**src/rtl/cap_walk_pkg.sv**
```systemverilog
package cap_walk_pkg;
  localparam logic [14:0] T_ZERO = 15'd0;
  localparam logic [14:0] T_PAD  = 15'd1;
  localparam logic [14:0] T_END  = 15'd2;
  localparam logic [14:0] T_FREQ = 15'd3;
  localparam logic [14:0] T_MBOX = 15'd4;

  typedef enum logic [2:0] {
    ERR_NONE  = 3'd0,
    ERR_TYPE0 = 3'd1,
    ERR_FMT   = 3'd2,
    ERR_REQ   = 3'd3,
    ERR_OVR   = 3'd4
  } err_e;

  typedef enum logic [2:0] {
    ACT_SKIP,
    ACT_END,
    ACT_FREQ,
    ACT_MBOX,
    ACT_FAIL
  } act_e;

  typedef struct packed {
    logic        req;
    logic [14:0] typ;
    logic [15:0] len;
  } hdr_t;
endpackage

```
**src/rtl/cap_hdr_dec.sv**
```systemverilog
module cap_hdr_dec
  import cap_walk_pkg::*;
#(
  parameter int SPACE_BYTES = 8192,
  parameter int OFF_W       = $clog2(SPACE_BYTES)
) (
  input  logic [31:0]      word_i,
  input  logic [OFF_W-1:0] cur_i,
  output act_e             act_o,
  output err_e             code_o,
  output logic [OFF_W-1:0] nxt_o,
  output logic [15:0]      len_o
);
  localparam int NXT_W = 18;
  localparam logic [NXT_W-1:0] LIMIT = NXT_W'(SPACE_BYTES - 4);

  hdr_t             hdr;
  logic [NXT_W-1:0] nxt_full;
  logic             known;

  assign hdr      = hdr_t'(word_i);
  assign len_o    = hdr.len;
  assign nxt_full = NXT_W'(cur_i) + NXT_W'(4) + NXT_W'(hdr.len);
  assign nxt_o    = nxt_full[OFF_W-1:0];
  assign known    = (hdr.typ == T_PAD) || (hdr.typ == T_FREQ) || (hdr.typ == T_MBOX);

  // check order is part of the contract
  always_comb begin
    act_o  = ACT_SKIP;
    code_o = ERR_NONE;
    if (hdr.typ == T_ZERO) begin
      act_o  = ACT_FAIL;
      code_o = ERR_TYPE0;
    end else if (hdr.len[1:0] != 2'b00) begin
      act_o  = ACT_FAIL;
      code_o = ERR_FMT;
    end else if (hdr.typ == T_END) begin
      act_o  = ACT_END;
    end else if (!known && hdr.req) begin
      act_o  = ACT_FAIL;
      code_o = ERR_REQ;
    end else if (hdr.typ == T_FREQ && hdr.len == 16'd0) begin
      act_o  = ACT_FAIL;
      code_o = ERR_FMT;
    end else if (nxt_full > LIMIT) begin
      act_o  = ACT_FAIL;
      code_o = ERR_OVR;
    end else if (hdr.typ == T_FREQ) begin
      act_o  = ACT_FREQ;
    end else if (hdr.typ == T_MBOX) begin
      act_o  = ACT_MBOX;
    end
  end
endmodule

```
**src/rtl/cap_param_regs.sv**
```systemverilog
module cap_param_regs #(
  parameter int          LEN_W   = 16,
  parameter logic [15:0] DEF_OFF = 16'h1800,
  parameter logic [15:0] DEF_LEN = 16'h01F8,
  parameter logic [15:0] MIN_LEN = 16'h0012
) (
  input  logic             clk_i,
  input  logic             rst_ni,
  input  logic             ld_def_i,
  input  logic             ld_freq_i,
  input  logic [31:0]      freq_i,
  input  logic             ld_mbox_i,
  input  logic [LEN_W-1:0] mbox_off_i,
  input  logic [LEN_W-1:0] mbox_len_i,
  output logic [31:0]      freq_o,
  output logic [LEN_W-1:0] mbox_off_o,
  output logic [LEN_W-1:0] mbox_len_o,
  output logic             mbox_ok_o
);
  always_ff @(posedge clk_i or negedge rst_ni) begin
    if (!rst_ni) begin
      freq_o     <= '0;
      mbox_off_o <= LEN_W'(DEF_OFF);
      mbox_len_o <= LEN_W'(DEF_LEN);
    end else if (ld_def_i) begin
      freq_o     <= '0;
      mbox_off_o <= LEN_W'(DEF_OFF);
      mbox_len_o <= LEN_W'(DEF_LEN);
    end else begin
      if (ld_freq_i) freq_o <= freq_i;
      if (ld_mbox_i) begin
        mbox_off_o <= mbox_off_i;
        mbox_len_o <= mbox_len_i;
      end
    end
  end

  assign mbox_ok_o = (mbox_len_o >= LEN_W'(MIN_LEN));
endmodule

```
**src/rtl/cap_walk_seq.sv**
```systemverilog
module cap_walk_seq
  import cap_walk_pkg::*;
#(
  parameter int SPACE_BYTES = 8192,
  parameter int ANCHOR      = 'h58,
  parameter int OFF_W       = $clog2(SPACE_BYTES),
  parameter int AW          = OFF_W - 2
) (
  input  logic             clk_i,
  input  logic             rst_ni,
  input  logic             start_i,
  output logic             rd_en_o,
  output logic [AW-1:0]    rd_addr_o,
  input  logic [31:0]      rd_data_i,
  input  act_e             act_i,
  input  err_e             code_i,
  input  logic [OFF_W-1:0] nxt_i,
  output logic [OFF_W-1:0] cur_o,
  output logic             busy_o,
  output logic             done_o,
  output logic             err_o,
  output logic [2:0]       err_code_o,
  output logic             ld_def_o,
  output logic             ld_freq_o,
  output logic             ld_mbox_o
);
  typedef enum logic [2:0] {S_IDLE, S_HREQ, S_HDAT, S_VREQ, S_VDAT} st_e;

  st_e              st_q;
  logic [OFF_W-1:0] cur_q, nxt_q, val_off;
  logic             first_q, empty;

  assign cur_o     = cur_q;
  assign val_off   = cur_q + OFF_W'(4);
  assign busy_o    = (st_q != S_IDLE);
  assign rd_en_o   = (st_q == S_HREQ) || (st_q == S_VREQ);
  assign rd_addr_o = (st_q == S_VREQ) ? val_off[OFF_W-1:2] : cur_q[OFF_W-1:2];
  assign empty     = first_q && (rd_data_i == 32'd0);
  assign ld_def_o  = (st_q == S_IDLE) && start_i;
  assign ld_freq_o = (st_q == S_VDAT);
  assign ld_mbox_o = (st_q == S_HDAT) && !empty && (act_i == ACT_MBOX);

  always_ff @(posedge clk_i or negedge rst_ni) begin
    if (!rst_ni) begin
      st_q       <= S_IDLE;
      cur_q      <= '0;
      nxt_q      <= '0;
      first_q    <= 1'b0;
      done_o     <= 1'b0;
      err_o      <= 1'b0;
      err_code_o <= ERR_NONE;
    end else begin
      unique case (st_q)
        S_IDLE: if (start_i) begin
          st_q       <= S_HREQ;
          cur_q      <= OFF_W'(ANCHOR);
          first_q    <= 1'b1;
          done_o     <= 1'b0;
          err_o      <= 1'b0;
          err_code_o <= ERR_NONE;
        end
        S_HREQ: st_q <= S_HDAT;
        S_HDAT: begin
          first_q <= 1'b0;
          if (empty || act_i == ACT_END) begin
            st_q   <= S_IDLE;
            done_o <= 1'b1;
          end else if (act_i == ACT_FAIL) begin
            st_q       <= S_IDLE;
            done_o     <= 1'b1;
            err_o      <= 1'b1;
            err_code_o <= code_i;
          end else if (act_i == ACT_FREQ) begin
            st_q  <= S_VREQ;
            nxt_q <= nxt_i;
          end else begin
            st_q  <= S_HREQ;
            cur_q <= nxt_i;
          end
        end
        S_VREQ: st_q <= S_VDAT;
        S_VDAT: begin
          st_q  <= S_HREQ;
          cur_q <= nxt_q;
        end
        default: st_q <= S_IDLE;
      endcase
    end
  end
endmodule

```
**src/rtl/cap_list_walker.sv**
```systemverilog
module cap_list_walker
  import cap_walk_pkg::*;
#(
  parameter int          SPACE_BYTES = 8192,
  parameter int          ANCHOR      = 'h58,
  parameter int          LEN_W       = 16,
  parameter logic [15:0] DEF_OFF     = 16'h1800,
  parameter logic [15:0] DEF_LEN     = 16'h01F8,
  parameter logic [15:0] MIN_LEN     = 16'h0012,
  parameter int          AW          = $clog2(SPACE_BYTES) - 2
) (
  input  logic             clk_i,
  input  logic             rst_ni,
  input  logic             start_i,
  output logic             rd_en_o,
  output logic [AW-1:0]    rd_addr_o,
  input  logic [31:0]      rd_data_i,
  output logic             busy_o,
  output logic             done_o,
  output logic             err_o,
  output logic [2:0]       err_code_o,
  output logic [31:0]      freq_mhz_o,
  output logic [LEN_W-1:0] mbox_off_o,
  output logic [LEN_W-1:0] mbox_len_o,
  output logic             mbox_ok_o
);
  localparam int OFF_W = $clog2(SPACE_BYTES);

  act_e             act;
  err_e             code;
  logic [OFF_W-1:0] nxt, cur;
  logic [15:0]      len;
  logic             ld_def, ld_freq, ld_mbox;
  logic [OFF_W:0]   val_pos;

  assign val_pos = {1'b0, cur} + (OFF_W+1)'(4);

  cap_hdr_dec #(.SPACE_BYTES(SPACE_BYTES), .OFF_W(OFF_W)) u_dec (
    .word_i(rd_data_i), .cur_i(cur), .act_o(act), .code_o(code),
    .nxt_o(nxt), .len_o(len)
  );

  cap_walk_seq #(.SPACE_BYTES(SPACE_BYTES), .ANCHOR(ANCHOR), .OFF_W(OFF_W), .AW(AW)) u_seq (
    .clk_i, .rst_ni, .start_i, .rd_en_o, .rd_addr_o, .rd_data_i,
    .act_i(act), .code_i(code), .nxt_i(nxt), .cur_o(cur),
    .busy_o, .done_o, .err_o, .err_code_o,
    .ld_def_o(ld_def), .ld_freq_o(ld_freq), .ld_mbox_o(ld_mbox)
  );

  cap_param_regs #(.LEN_W(LEN_W), .DEF_OFF(DEF_OFF), .DEF_LEN(DEF_LEN), .MIN_LEN(MIN_LEN)) u_regs (
    .clk_i, .rst_ni, .ld_def_i(ld_def), .ld_freq_i(ld_freq), .freq_i(rd_data_i),
    .ld_mbox_i(ld_mbox), .mbox_off_i(LEN_W'(val_pos)), .mbox_len_i(LEN_W'(len)),
    .freq_o(freq_mhz_o), .mbox_off_o, .mbox_len_o, .mbox_ok_o
  );
endmodule

```
**config.mk**
```make
export PLATFORM = sky130hd
export DESIGN_NAME = cap_list_walker
export DESIGN_NICKNAME = d
export VERILOG_FILES = /design/src/rtl/cap_walk_pkg.sv /design/src/rtl/cap_hdr_dec.sv /design/src/rtl/cap_param_regs.sv /design/src/rtl/cap_walk_seq.sv /design/src/rtl/cap_list_walker.sv
export SDC_FILE = /design/constraint.sdc
export NUM_CORES = 1
export LEC_CHECK = 0
export ABC_AREA = 1
export BUFFER_PORTS_ARGS = -buffer_cell sky130_fd_sc_hd__buf_4
export CAP_MARGIN = 25
export CORE_ASPECT_RATIO = 1.4
export CORE_MARGIN = 3
export CORE_UTILIZATION = 62
export DETAILED_ROUTE_END_ITERATION = 8
export PLACE_DENSITY = 0.93
export SETUP_SLACK_MARGIN = 0.2
export SLEW_MARGIN = 15
export SYNTH_ARGS = -nofsm -noshare
export SYNTH_HDL_FRONTEND = slang
export SYNTH_HIERARCHICAL = 1
export SYNTH_SLANG_ARGS = --single-unit
export TNS_END_PERCENT = 5
```
**constraint.sdc**
```tcl
create_clock -name clk_i -period 8.8 [get_ports clk_i]
set_clock_uncertainty 0.1 [all_clocks]
set_input_delay 0.88 -clock clk_i [delete_from_list [all_inputs] [get_ports clk_i]]
set_output_delay 0.88 -clock clk_i [all_outputs]
set_load 0.02 [all_outputs]
```
==> metrics.yaml <==
finish:
  area_delta_synth_final_pct: 17.0
  drive_gt1_frac: 0.223
  antennaDiodeCount: 0
  final_nets: 1082
placed_design:
  gp_congestion: 0.969
  dp_hpwl_um: 13700
  numPortBuffers: 117
cts:
  holdBufCountCts: 0
  cts_buffer_depth: 2
  cts_tree: "done"
  cts_resized: 0
  htreeDepth: 3
  clkLatencyLatePin_ns: 0.34
  postCtsSetupBuffers: 0
  path_clk_slew_ns: 0.06
  cts_sinks: 99
  cts_buffers: 9
  root_buffer: "clkbuf_16"
global_route:
  grt_pass1_vias: 6472
  overflow: 0
  grt_max_degree: 51
  grt_pass1_wl_um: 30300
  antenna_found_initial: 0
  grt_usage: 0.316
worst_setup_path:
  r2r_start: "u_seq/cur_o[2]"
  cp_max_fo: 24
  path_class: "in -> reg"
  worstPathCellList: "buf_4, ha_1, ha_1, fa_1, nand3_1, nand2_2, nand2_4, nand2_4, nand2_2, nand2_1, nand2_1, nand3_1, nor2_2, nand2_2, a21oi_2, nand3_1, nor3_1, nand2_4, inv_2, nand2_1, o21ai_0"
  cpMaxStageDelayCell: "fa_1"
  crit_path_max_incr_delay_ns: 0.43
  start_kind: "input port"
  crit_path_end_kind: "flop"
  arrival_ns: 4.54
  cp.required_ns: 8.93
  reg2regPathDepth: 21
  critical_path.startpoint: "rd_data_i[1]"
synthesis:
  synthFlopType: "dfrtp_1"
  ys_warn_count: 6
  synth.cells.most_frequent: "nand2_1, inv_1, nor2_1"
  synth_most_common_cell: "nand2_1"
  synth_top_area_cell: "dfrtp_1"
  synth.area.top_cells: "dfrtp_1, nand2_1, inv_1, nand3_1, ha_1"
  synth_area_mm2: 0.00669
  avgSynthCellArea_um2: 7.25
  synth_top_cell_area_share: 0.340
  synth_edf_count: 0
  synth-seq-cells: 99
  synthDistinctLibCells: 44
  synthArstFlopShare: 1.00
  syn-instance-count: 923
  synth_seq_area_share: 0.372
sta:
  setup_viol: 0
  layout_min_cycle_time_ns: 4.41
  slew_headroom: 0.549
  worst_pin_slew_ns: 0.675
  tns_ns: 0
  fmax_mhz: 227
  hold_violations: 0
  slew_violations: 0
  rsz0062_at_grt: "false"
  finalCritPeriodShare: 0.502
worst_hold_path:
  hold_path_class: "reg -> reg"
  hp-start: "u_regs/mbox_len_o[5]"
  worstHoldPathCells: 2
power:
  combPwrFrac: 0.521
  vdd_drop_max_uv: 163
  pwr-share-seq: 0.299
  intPower_w: 0.00119
  power_density_mw_per_mm2: 288
  p_sw_frac: 0.472
  p_leak_nw: 4.19
  switchingPower_w: 0.00106
  p_clk_frac: 0.180
  total_power_w: 0.00225
job:
  drv_cap: 0
die:
  ios: 118
  start_util: 0.640
  core-area_mm2: 0.0105
  dieArea_mm2: 0.0121
  die_h_um: 129
  fp.dieW_um: 93.8
  rows: 44
route:
  wire_per_inst_um: 16.2
  drcViolationCount: 0
  ant_nets: 0
  drt-total-wl_um: 18800
  vias: 6576
  avgViaCountPerCell: 5.67
  first_pass_iters: 8
  drtIter0Drc: 643
outcome:
  status: "finished clean"
==> worst paths after layout <==
path | endpoint | slack [ns]
hold reg to reg | u_regs/mbox_len_o[5] | 0.38
hold / removal | u_regs/mbox_len_o[5] | 0.38
setup / recovery | u_regs/mbox_len_o[1] | 4.39
max in group asynchronous | u_seq/nxt_q[12] | 7.11
min in group asynchronous | u_regs/freq_o[27] | 0.44
setup reg to reg | u_regs/mbox_len_o[1] | 4.54
==> stage by stage <==
step	utilization	worst slack, ns	instances	hold WS (ns)	instance area [um^2]
floorplan	-	4.83	924	0.359	6700
global placement	0.719	4.26	1144	0.359	7520
detailed placement	0.719	4.19	1144	0.372	7520
CTS	0.748	4.47	1159	0.382	7820
global route	0.749	4.09	1160	0.400	7840
finish	0.749	4.39	1160	0.382	7840
==> cell type report <==
type	count	area, um^2
Inverter	139	522
Sequential cell	99	2490
Timing Repair Buffer	120	908
Multi-Input combinational cell	649	3440
Tap cell	138	173
Fill cell	799	2630
Clock buffer	12	256
Clock inverter	3	46.3
==> layout by cell type (no fill, tap or decap), drive strengths merged, types with 8 or more instances in the layout <==
| cell type | instances |
|---|---|
| xor2 | 8 |
| dfstp | 8 |
| buf | 120 |
| inv | 140 |
| o21ai | 65 |
| dfrtp | 91 |
| a21oi | 14 |
| nand4 | 13 |
| nand3 | 90 |
| nand2 | 282 |
| ha | 28 |
| nor3 | 13 |
| nor2 | 105 |
| clkbuf | 12 |
==> worst max-delay path, delay by kind of cell <==
family,cells,cell delay [ns]
AO/OA/AOI/OAI,2,0.44
adder cells (fa/ha/maj),3,0.99
buffers and inverters,2,0.54
AND/OR/NAND/NOR,14,1.70
==> state kept, by name (all words and copies together) (netlist names) <==
register           flops
u_seq/st_q             3
u_seq/done_o           1
u_seq/err_code_o       3
u_seq/nxt_q           13
u_regs/mbox_len_o     16
u_seq/cur_o           13
u_regs/mbox_off_o     16
u_seq/err_o            1
u_seq/first_q          1
u_regs/freq_o         32
==> cell families (layout without fill, tap and decap cells) <==
family          Yosys count  in the layout  synth area share
buf+inv                 176            274             0.115
xor+xnor                 12             12            0.0157
fa+ha+maj                29             29            0.0553
other cells               1              2          0.000560
simple gates            520            520             0.357
flops                    99             99             0.372
compound gates           86             86            0.0847
==> layer usage <==
layer | vias up | GRT usage | wire length (um)
li1 | 3092 | - | -
met1 | 3045 | 0.374 | 6960
met2 | 365 | 0.548 | 9580
met3 | 74 | 0.0433 | 1350
met4 | 0 | 0.179 | 858
met5 | - | 0 | 0
==> power by group through the flow <==
stage,combinational (W),sequential (W),clock [W]
floorplan,0.000739,0.000723,0
global route,0.00129,0.000683,0.000427
CTS,0.00115,0.000671,0.000409
global placement,0.00112,0.000675,0
finish,0.00117,0.000674,0.000405
detailed placement,0.00114,0.000680,0
Note: power is estimated with default switching activity, not from simulation.
